--- config.mk ---
export PLATFORM = sky130hd
export DESIGN_NAME = fma_align_add
export DESIGN_NICKNAME = d
export VERILOG_FILES = /design/src/rtl/fma_dp_pkg.sv /design/src/rtl/fma_sticky_shr.sv /design/src/rtl/fma_lzc.sv /design/src/rtl/fma_align_add.sv
export SDC_FILE = /design/constraint.sdc
export NUM_CORES = 2
export LEC_CHECK = 0
export ABC_AREA = 1
export BUFFER_PORTS_ARGS = -buffer_cell sky130_fd_sc_hd__buf_2
export CORE_ASPECT_RATIO = 1.75
export CORE_MARGIN = 2
export CORE_UTILIZATION = 40
export CTS_CLUSTER_SIZE = 40
export DETAILED_ROUTE_END_ITERATION = 6
export REMOVE_ABC_BUFFERS = 1
export SETUP_SLACK_MARGIN = 0.5
export SYNTH_ARGS = -nofsm -noshare
export SYNTH_HDL_FRONTEND = slang
export SYNTH_SLANG_ARGS = --single-unit
--- constraint.sdc ---
create_clock -name clk -period 22.3 [get_ports clk]
set_input_delay 2.23 -clock clk [delete_from_list [all_inputs] [get_ports clk]]
set_output_delay 2.23 -clock clk [all_outputs]
set_load 0.05 [all_outputs]
--- src/rtl/fma_dp_pkg.sv ---
// Package: sizes shared by the multiply-add align/add/normalize datapath.
// Assumes single-precision significands (24 bits including the leading one).
package fma_dp_pkg;
    parameter int SIG_W   = 24;            // significand width with leading one
    parameter int EXP_W   = 12;            // signed unbiased exponent width
    parameter int FRAME_W = 64;            // working frame width
    parameter int GRS_W   = 3;             // guard, round, sticky bits
    localparam int PROD_W  = 2 * SIG_W;                  // product width
    localparam int OUT_W   = SIG_W + GRS_W;              // narrowed output width
    localparam int LEAD    = FRAME_W - 2;                // position of leading one
    localparam int P_PAD   = FRAME_W - PROD_W;           // product left pad
    localparam int Z_PAD   = LEAD - (SIG_W - 1);         // addend left shift
    localparam int OUT_SHR = LEAD - (OUT_W - 1);         // final narrowing shift
    localparam int CNT_W   = $clog2(FRAME_W + 1);        // leading-zero count width
endpackage

--- src/rtl/fma_sticky_shr.sv ---
// Sticky right shifter: shifts a W-bit value right by amt. Every bit that
// falls off is ORed into bit 0 of the result. Amounts of W or more
// leave only the sticky bit. Purely combinational.
module fma_sticky_shr #(
    parameter int W  = 64,
    parameter int AW = 12
) (
    input  logic [W-1:0]  din,
    input  logic [AW-1:0] amt,
    output logic [W-1:0]  dout
);
    localparam logic [AW-1:0] W_AMT = AW'(W);

    logic [W-1:0] lost_mask;

    // Build the shift result and fold the discarded bits into bit 0.
    always_comb begin
        lost_mask = '0;
        if (amt >= W_AMT) begin
            dout = {{(W-1){1'b0}}, |din};
        end else begin
            lost_mask = ~({W{1'b1}} << amt);
            dout      = (din >> amt) | {{(W-1){1'b0}}, |(din & lost_mask)};
        end
    end
endmodule

--- src/rtl/fma_lzc.sv ---
// Leading-zero counter: returns the number of zero bits above the most
// significant set bit, or W when the input is all zero. Combinational.
module fma_lzc #(
    parameter int W  = 64,
    parameter int CW = 7
) (
    input  logic [W-1:0]  din,
    output logic [CW-1:0] cnt
);
    // Scan upward so that the highest set bit decides the count last.
    always_comb begin
        cnt = CW'(W);
        for (int i = 0; i < W; i++) begin
            if (din[i]) cnt = CW'(W - 1 - i);
        end
    end
endmodule

--- src/rtl/fma_align_add.sv ---
// Multiply-add datapath before rounding: multiplies the significands,
// aligns the product and the addend in a 64-bit frame with sticky shifts,
// adds or subtracts them, normalizes to bit 62, and narrows the frame to
// 24+3 bits. Assumes finite, non-special operands with normalized
// significands. One register stage, synchronous active-low reset.
module fma_align_add
    import fma_dp_pkg::*;
(
    input  logic                    clk,
    input  logic                    rst_n,
    input  logic                    in_valid,
    input  logic                    rnd_down,
    input  logic                    p_sign,
    input  logic signed [EXP_W-1:0] x_exp,
    input  logic [SIG_W-1:0]        x_sig,
    input  logic signed [EXP_W-1:0] y_exp,
    input  logic [SIG_W-1:0]        y_sig,
    input  logic                    z_zero,
    input  logic                    z_sign,
    input  logic signed [EXP_W-1:0] z_exp,
    input  logic [SIG_W-1:0]        z_sig,
    output logic                    out_valid,
    output logic                    res_sign,
    output logic signed [EXP_W-1:0] res_exp,
    output logic [OUT_W-1:0]        res_sig,
    output logic                    res_zero
);
    logic [PROD_W-1:0]         prod_raw;
    logic [FRAME_W-1:0]        p_wide, p_frame, z_frame;
    logic                      p_over;
    logic signed [EXP_W-1:0]   p_exp, e_diff, al_exp;
    logic                      z_bigger;
    logic [EXP_W-1:0]          p_amt, z_amt;
    logic [FRAME_W-1:0]        p_al, z_al;
    logic                      same_sgn, z_ge;
    logic [FRAME_W-1:0]        sum, sum_n, dif, dif_n;
    logic [CNT_W-1:0]          lz, nshift;
    logic [FRAME_W-1:0]        pre_frame, fin_frame;
    logic signed [EXP_W-1:0]   pre_exp;
    logic                      pre_sign, exact_zero;

    // Form the product and place its leading one at bit 62.
    always_comb begin
        prod_raw = PROD_W'(x_sig) * PROD_W'(y_sig);
        p_wide   = {prod_raw, {P_PAD{1'b0}}};
        p_over   = p_wide[FRAME_W-1];
        p_frame  = p_over ? (p_wide >> 1) : p_wide;
        p_exp    = x_exp + y_exp + EXP_W'(p_over);
        z_frame  = {1'b0, z_sig, {Z_PAD{1'b0}}};
    end

    // Pick which operand moves and by how much.
    always_comb begin
        e_diff   = z_exp - p_exp;
        z_bigger = e_diff > 0;
        p_amt    = z_bigger ? e_diff : '0;
        z_amt    = z_bigger ? '0 : -e_diff;
        al_exp   = z_bigger ? z_exp : p_exp;
    end

    fma_sticky_shr #(.W(FRAME_W), .AW(EXP_W)) u_shr_p (.din(p_frame), .amt(p_amt), .dout(p_al));
    fma_sticky_shr #(.W(FRAME_W), .AW(EXP_W)) u_shr_z (.din(z_frame), .amt(z_amt), .dout(z_al));

    // Add for equal signs, subtract smaller from larger otherwise.
    always_comb begin
        same_sgn = (z_sign == p_sign);
        sum      = z_al + p_al;
        sum_n    = sum[FRAME_W-1] ? ({1'b0, sum[FRAME_W-1:1]} | {{(FRAME_W-1){1'b0}}, sum[0]}) : sum;
        z_ge     = (z_al >= p_al);
        dif      = z_ge ? (z_al - p_al) : (p_al - z_al);
    end

    fma_lzc #(.W(FRAME_W), .CW(CNT_W)) u_lzc (.din(dif), .cnt(lz));

    // Normalize the difference with one barrel shift and choose the path.
    always_comb begin
        nshift     = lz - CNT_W'(1);
        dif_n      = dif << nshift;
        exact_zero = 1'b0;
        if (z_zero) begin
            pre_frame = p_frame;
            pre_exp   = p_exp;
            pre_sign  = p_sign;
        end else if (same_sgn) begin
            pre_frame = sum_n;
            pre_exp   = al_exp + EXP_W'(sum[FRAME_W-1]);
            pre_sign  = z_sign;
        end else begin
            pre_frame  = dif_n;
            pre_exp    = al_exp - EXP_W'(nshift);
            pre_sign   = z_ge ? z_sign : p_sign;
            exact_zero = (dif == '0);
        end
    end

    fma_sticky_shr #(.W(FRAME_W), .AW(EXP_W)) u_shr_out (
        .din(pre_frame), .amt(EXP_W'(OUT_SHR)), .dout(fin_frame));

    // Register the result stage.
    always_ff @(posedge clk) begin
        if (!rst_n) begin
            out_valid <= 1'b0;
            res_sign  <= 1'b0;
            res_exp   <= '0;
            res_sig   <= '0;
            res_zero  <= 1'b0;
        end else begin
            out_valid <= in_valid;
            res_zero  <= exact_zero;
            if (exact_zero) begin
                res_sign <= rnd_down;
                res_exp  <= '0;
                res_sig  <= '0;
            end else begin
                res_sign <= pre_sign;
                res_exp  <= pre_exp;
                res_sig  <= fin_frame[OUT_W-1:0];
            end
        end
    end


    valid_delay_chk: assert property (@(posedge clk) disable iff (!rst_n)
        1'b1 |=> out_valid == $past(in_valid && rst_n));

    lead_one_chk: assert property (@(posedge clk) disable iff (!rst_n)
        (out_valid && !res_zero) |-> res_sig[OUT_W-1]);

    zero_sig_chk: assert property (@(posedge clk) disable iff (!rst_n)
        (out_valid && res_zero) |-> (res_sig == '0 && res_exp == '0));

    zero_sign_chk: assert property (@(posedge clk) disable iff (!rst_n)
        (out_valid && res_zero) |-> res_sign == $past(rnd_down));

    pass_prod_chk: assert property (@(posedge clk) disable iff (!rst_n)
        (in_valid && z_zero) |=> (!res_zero && res_sign == $past(p_sign)));
endmodule

Word level (Yosys, flattened, before mapping)

Cells that the tools add are included.

Logic and storage cells: 124
Bits in registers: 42

Shifts and indexed selects: 5
Multiply operators: 1
Bitwise logic cells: 9
$add $sub $neg: 10
$lt $le $gt $ge: 4
Reductions and logical operators: 7
Multiplexer cells: 82
Equal/unequal tests: 1

Operators by type and width:

| kind                                                                | number |
|---|---|
| two-way mux 7 bit                                                   | 64 |
| two-way mux 63 bit                                                  | 4 |
| two-way mux 64 bit                                                  | 3 |
| OR reduction 64 bit                                                 | 3 |
| AND 63 x 64 -> 64 bit                                               | 2 |
| NOT 64 bit                                                          | 2 |
| OR 64 x 1 -> 64 bit                                                 | 2 |
| left shift 64 x 12 -> 64 bit (first input constant)                 | 2 |
| right shift 63 x 12 -> 64 bit                                       | 2 |
| subtractor 64 bit                                                   | 2 |
| adder 64 bit                                                        | 1 |
| greater-or-equal comparator 64 bit                                  | 1 |
| logical NOT 64 bit                                                  | 1 |
| left shift 64 x 7 -> 63 bit                                         | 1 |
| OR 63 x 1 -> 63 bit                                                 | 1 |
| two-way mux 12 bit                                                  | 5 |
| multiplier 24 x 24 -> 48 bit                                        | 1 |
| OR reduction 36 bit                                                 | 1 |
| OR 27 x 1 -> 27 bit                                                 | 1 |
| adder 12 x 1 -> 12 bit                                              | 2 |
| greater-or-equal comparator 12 x 7 -> 1 bit (second input constant) | 2 |
| OR reduction 24 bit                                                 | 1 |
| adder 12 bit                                                        | 1 |
| greater-than comparator 12 x 1 -> 1 bit (second input constant)     | 1 |
| other kinds (8)                                                     | 13 |

Logic depth before layout (Yosys ltp)

Word-level depth: 83
Mapped depth: 194
Gate-level depth less buffers: 186

By module

A second synthesis with hierarchy kept.

Cells, all modules: 11915
Area, all modules: 63940.1 µm²

Modules (own cells, without submodules):

| module         | area each (µm²) | cells each | instances |
|---|---|---|---|
| fma_align_add  | 45508.6         | 7765       | 1 |
| fma_sticky_shr | 5800.6          | 1308       | 3 |
| fma_lzc        | 1029.7          | 226        | 1 |

Worst setup path before layout

Ideal clock, no wire load.

Kind: input to register
Start: input y_sig[3]
End: register res_exp[11]
Library setup time: 86 ps
Path buffers: 10
Required time: 22214 ps
Arrival time: 23230 ps
Setup slack: -1015 ps
Stages on the path: 186
Cells stage by stage: clkbuf_1 > nand2_1 > fa_1 > inv_1 > fa_1 > inv_1 > fa_1 > inv_1 > fa_1 > ha_1 > fa_1 > inv_1 > fa_1 > inv_1 > ha_1 > nand2_1 > o21ai_0 > a21oi_1 > [... 150 more ...] > nand2_1 > nor2_1 > a211oi_1 > nor2_1 > o21a_1 > nor2_1 > o21ai_0 > nand3_1 > nand2_1 > nand2_1 > inv_1 > nor2_1 > nor2_1 > nor2_1 > xnor2_1 > xor2_1 > nor2_1 > a211oi_1

Longest elaborated chain between the ends: 81

Ends and longest elaborated chain:

| item                                                                       | RTL line                                 | RTL |
|---|---|---|
| start, declared                                                            | fma_align_add.sv:17                      | `input logic [SIG_W-1:0] y_sig,` |
| multiplier 24 x 24 -> 48 bit *                                             | fma_align_add.sv:44                      | `prod_raw = PROD_W'(x_sig) * PROD_W'(y_sig);` |
| adder 12 x 1 -> 12 bit                                                     | fma_align_add.sv:48                      | `p_exp = x_exp + y_exp + EXP_W'(p_over);` |
| subtractor 12 bit                                                          | fma_align_add.sv:54                      | `e_diff = z_exp - p_exp;` |
| negation 12 bit or greater-than comparator 12 x 1 -> 1 bit (tied branches) | fma_align_add.sv:57, fma_align_add.sv:55 |  |
| two-way mux 12 bit (on tied branches)                                      | fma_align_add.sv:57, fma_align_add.sv:56 |  |
| left shift 64 x 12 -> 64 bit                                               | fma_sticky_shr.sv:22                     | `lost_mask = ~({W{1'b1}} << amt);` |
| NOT 64 bit                                                                 | fma_sticky_shr.sv:22                     |  |
| AND 63 x 64 -> 64 bit                                                      | fma_sticky_shr.sv:23                     | `dout = (din >> amt) \| {{(W-1){1'b0}}, \|(din & lost_mask)};` |
| [... 2 more ...]                                                           | -                                        |  |
| two-way mux 64 bit                                                         | fma_sticky_shr.sv:19                     | `if (amt >= W_AMT) begin` |
| subtractor 64 bit or greater-or-equal comparator 64 bit (tied branches)    | fma_align_add.sv:70, fma_align_add.sv:69 |  |
| two-way mux 64 bit                                                         | fma_align_add.sv:70                      | `dif = z_ge ? (z_al - p_al) : (p_al - z_al);` |
| two-way mux 7 bit (64 in a row)                                            | fma_lzc.sv:14                            | `if (din[i]) cnt = CW'(W - 1 - i);` |
| subtractor 7 x 1 -> 7 bit                                                  | fma_align_add.sv:77                      | `nshift = lz - CNT_W'(1);` |
| subtractor 12 x 7 -> 12 bit                                                | fma_align_add.sv:90                      | `pre_exp = al_exp - EXP_W'(nshift);` |
| two-way mux 12 bit                                                         | fma_align_add.sv:84                      | `end else if (same_sgn) begin` |
| two-way mux 12 bit                                                         | fma_align_add.sv:80                      | `if (z_zero) begin` |
| end signal, assigned                                                       | fma_align_add.sv:116                     | `res_exp <= pre_exp;` |
| end, declared                                                              | fma_align_add.sv:24                      | `output logic signed [EXP_W-1:0] res_exp,` |

Every way passes the cells marked *; elsewhere a longest branch is shown, timed or not.
A chain may end at the register's enable or synchronous reset.

Worst setup path in the final report

Start: input y_sig[4]
End: register res_sig[16]

Longest elaborated chain between the ends: 82

Ends and longest elaborated chain:

| item                                                                       | RTL line                                 | RTL |
|---|---|---|
| multiplier 24 x 24 -> 48 bit *                                             | fma_align_add.sv:44                      |  |
| adder 12 x 1 -> 12 bit                                                     | fma_align_add.sv:48                      |  |
| subtractor 12 bit                                                          | fma_align_add.sv:54                      |  |
| negation 12 bit or greater-than comparator 12 x 1 -> 1 bit (tied branches) | fma_align_add.sv:57, fma_align_add.sv:55 |  |
| two-way mux 12 bit (on tied branches)                                      | fma_align_add.sv:57, fma_align_add.sv:56 |  |
| left shift 64 x 12 -> 64 bit                                               | fma_sticky_shr.sv:22                     |  |
| NOT 64 bit                                                                 | fma_sticky_shr.sv:22                     |  |
| AND 63 x 64 -> 64 bit                                                      | fma_sticky_shr.sv:23                     |  |
| [... 3 more ...]                                                           | -                                        |  |
| subtractor 64 bit or greater-or-equal comparator 64 bit (tied branches)    | fma_align_add.sv:70, fma_align_add.sv:69 |  |
| two-way mux 64 bit                                                         | fma_align_add.sv:70                      |  |
| two-way mux 7 bit (64 in a row)                                            | fma_lzc.sv:14                            |  |
| subtractor 7 x 1 -> 7 bit                                                  | fma_align_add.sv:77                      |  |
| left shift 64 x 7 -> 63 bit                                                | fma_align_add.sv:78                      | `dif_n = dif << nshift;` |
| two-way mux 63 bit                                                         | fma_align_add.sv:84                      |  |
| two-way mux 63 bit                                                         | fma_align_add.sv:80                      |  |
| OR 27 x 1 -> 27 bit                                                        | fma_sticky_shr.sv:23                     |  |
| end signal, assigned                                                       | fma_align_add.sv:117                     | `res_sig <= fin_frame[OUT_W-1:0];` |
| end, declared                                                              | fma_align_add.sv:25                      | `output logic [OUT_W-1:0] res_sig,` |

Marks and branches as above.

==> results.json <==
{
  "status": "complete, but fails checks",
  "violations": "negative setup slack",
  "post-route-util": 0.6149,
  "rsz0062_at_grt": "yes",
  "numCtsBuffers": 5,
  "critical_path_arrival_ns": 23.69,
  "yosysSeqAreaShare": 0.01843,
  "drv_slew": 0,
  "vias": 60110,
  "fmax_ghz": 0.04284,
  "dr.pass1.iters": 6,
  "nFillCells": 10970,
  "ios": 157,
  "hold_violations": 0,
  "first_iter_violations": 3949,
  "hpwl_mm": 220.9,
  "layout-drive-gt1-share": 0.3533,
  "setup_viol": 35,
  "antenna_found_initial": 9,
  "tightest_slew_ns": 1.414,
  "postCtsHoldBufs": 0,
  "grt_pass1_wl_mm": 387.1,
  "cts_sinks": 42,
  "port_buffers": 156,
  "final_cell_mix": "2,100 x buf_4, 1,621 x nand2_1, 1,481 x inv_1",
  "rows": 163,
  "crit_buf_inv": 68,
  "cp_common_cell": "buf_4",
  "place_ws_ns": -2.581,
  "initial_utilization": 0.4037,
  "finalCriticalPeriod_ns": 23.35,
  "grt_pass1_vias": 62990,
  "crit_type": "in2reg",
  "cp_slowest_cell": "o21ai_0",
  "routed_wl_mm": 269.7,
  "dieArea_um2": 116900,
  "multiInputGateArea_um2": 41460,
  "finalInstanceArea_um2": 69480,
  "worst_setup_path_end_kind": "flop",
  "relSlewSlack": 0.05389,
  "synth.distinct_cells": 80,
  "synth-edff-count": 0,
  "syn2layout_area_growth_pct": 52.32,
  "critical-path-max-stage-delay_ns": 0.75,
  "cp-start-kind": "input pin",
  "gp_congestion": 1.155,
  "finalNetCount": 10500,
  "path_max_fanout": 11,
  "antenna_left": 0,
  "mostFrequentLayoutCell": "buf_4",
  "ys_ff_latch": 42,
  "maxCapViolCount": 0,
  "avgRoutedWirePerCell_um": 24.55,
  "core_um2": 113000,
  "setup_ws_ns": -1.045,
  "track_usage": 0.4532,
  "cts_max_path_buffers": 2,
  "die_y_um": 450.7,
  "yosysWarnings": 0,
  "ff_latch_area_um2": 840.8,
  "root_buffer": "clkbuf_16",
  "synthCells": 7419,
  "cts_max_level": 2,
  "overflow": 0,
  "grt_max_degree": 65,
  "netlist_area_um2": 45610,
  "required_ns": 22.65,
  "drcViolationCount": 0,
  "min_path_type": "in2reg",
  "synth_flop_cell": "dfxtp_1",
  "dpl-instance-area_um2": 61600,
  "cts_tree": "yes",
  "async_flop_share": 0,
  "syn_avg_cell_area_um2": 6.148,
  "die_w_um": 259.3,
  "post-route-period-util": 1.047,
  "critical_path.top_delay_family": "buffers and inverters",
  "routed_via_density": 5.472,
  "path_clk_slew_ns": 0.11
}
area by class of cell:
cell class,instances,area share
Antenna cell,3,0.0001081
Clock buffer,5,0.001801
Clock inverter,3,0.0002701
Inverter,1578,0.08617
Multi-Input combinational cell,5445,0.5968
Sequential cell,42,0.01210
Tap cell,1485,0.02674
Timing Repair Buffer,2424,0.2759
Timing Repair inverter,1,0.0001081
per-stage QoR:
step | TNS (ns) | hold slack [ns] | instances
detailed placement | -78.56 | 2.426 | 10670
finish | -19.01 | 2.012 | 10990
floorplan | -231.49 | 2.322 | 7064
CTS | -0.3074 | 2.014 | 10900
global placement | -79.85 | 2.418 | 10670
global route | -54.56 | 2.025 | 10980
Yosys cell counts (25+ instances only):
cell type | number | area, um^2
o21bai_1 | 25 | 187.7
a21oi_1 | 472 | 2362
ha_1 | 397 | 4967
o221ai_1 | 29 | 254.0
o22ai_1 | 69 | 431.7
buf_6 | 26 | 292.8
mux2i_1 | 52 | 520.5
nand2_1 | 1781 | 6685
buf_4 | 33 | 247.7
fa_1 | 489 | 9789
a31oi_1 | 34 | 212.7
buf_1 | 42 | 157.7
inv_1 | 1546 | 5803
or2_2 | 36 | 225.2
a221oi_1 | 35 | 306.5
o21ai_1 | 43 | 215.2
o211ai_1 | 48 | 360.4
nor2_1 | 522 | 1959
clkbuf_1 | 202 | 758.2
nor3_1 | 50 | 250.2
buf_2 | 41 | 205.2
xor2_1 | 162 | 1419
dfxtp_1 | 42 | 840.8
o21ai_0 | 518 | 2592
nand3_1 | 385 | 1927
o21a_1 | 30 | 225.2
nand4_1 | 40 | 250.2
layer usage:
metal	up-vias	share of wire	GRT usage	routed length, um
li1	27430	-	-	-
met1	28450	0.29	0.3676	77540
met2	2647	0.49	0.8080	132400
met3	1569	0.071	0.1251	19280
met4	8	0.15	0.5307	40340
met5	-	0.00024	0	65
cells by family (layout without fill, tap and decap cells):
| kind of cell | count (synthesis) | count (layout) | synth area share |
|---|---|---|---|
| compound gates | 1429 | 1429 | 0.1802 |
| xor+xnor | 187 | 187 | 0.03665 |
| fa+ha+maj | 886 | 886 | 0.3235 |
| buf+inv | 1933 | 4011 | 0.1694 |
| flops | 42 | 42 | 0.01843 |
| mux | 53 | 53 | 0.01166 |
| other cells | 0 | 3 | 0 |
| simple gates | 2889 | 2890 | 0.2601 |
tightest hold or removal path, delay by kind of cell:
| family | cells | cell delay [ns] |
|---|---|---|
| buf+inv | 2 | 0.12 |
| simple gates | 1 | 0.04 |
state kept, by name, indices dropped and copies added (netlist names):
register   count
out_valid      1
res_sig       27
res_zero       1
res_sign       1
res_exp       12
worst paths after layout:
check | depth (start not counted) | startpoint | end | slack, ns
worst max-delay path | 141 | y_sig[4] | res_sig[16] | -1.05
worst min-delay path | 3 | in_valid | out_valid | 2.01
timing repair:
item,in CTS,in global routing
buffers inserted,210,80
resized for setup,885,550
gates cloned,9,2
pin swaps,226,256
setup endpoints to repair,40,40
Power is not shown: default switching activity piles up to over one toggle a cycle in this logic, so the estimate is an artifact.
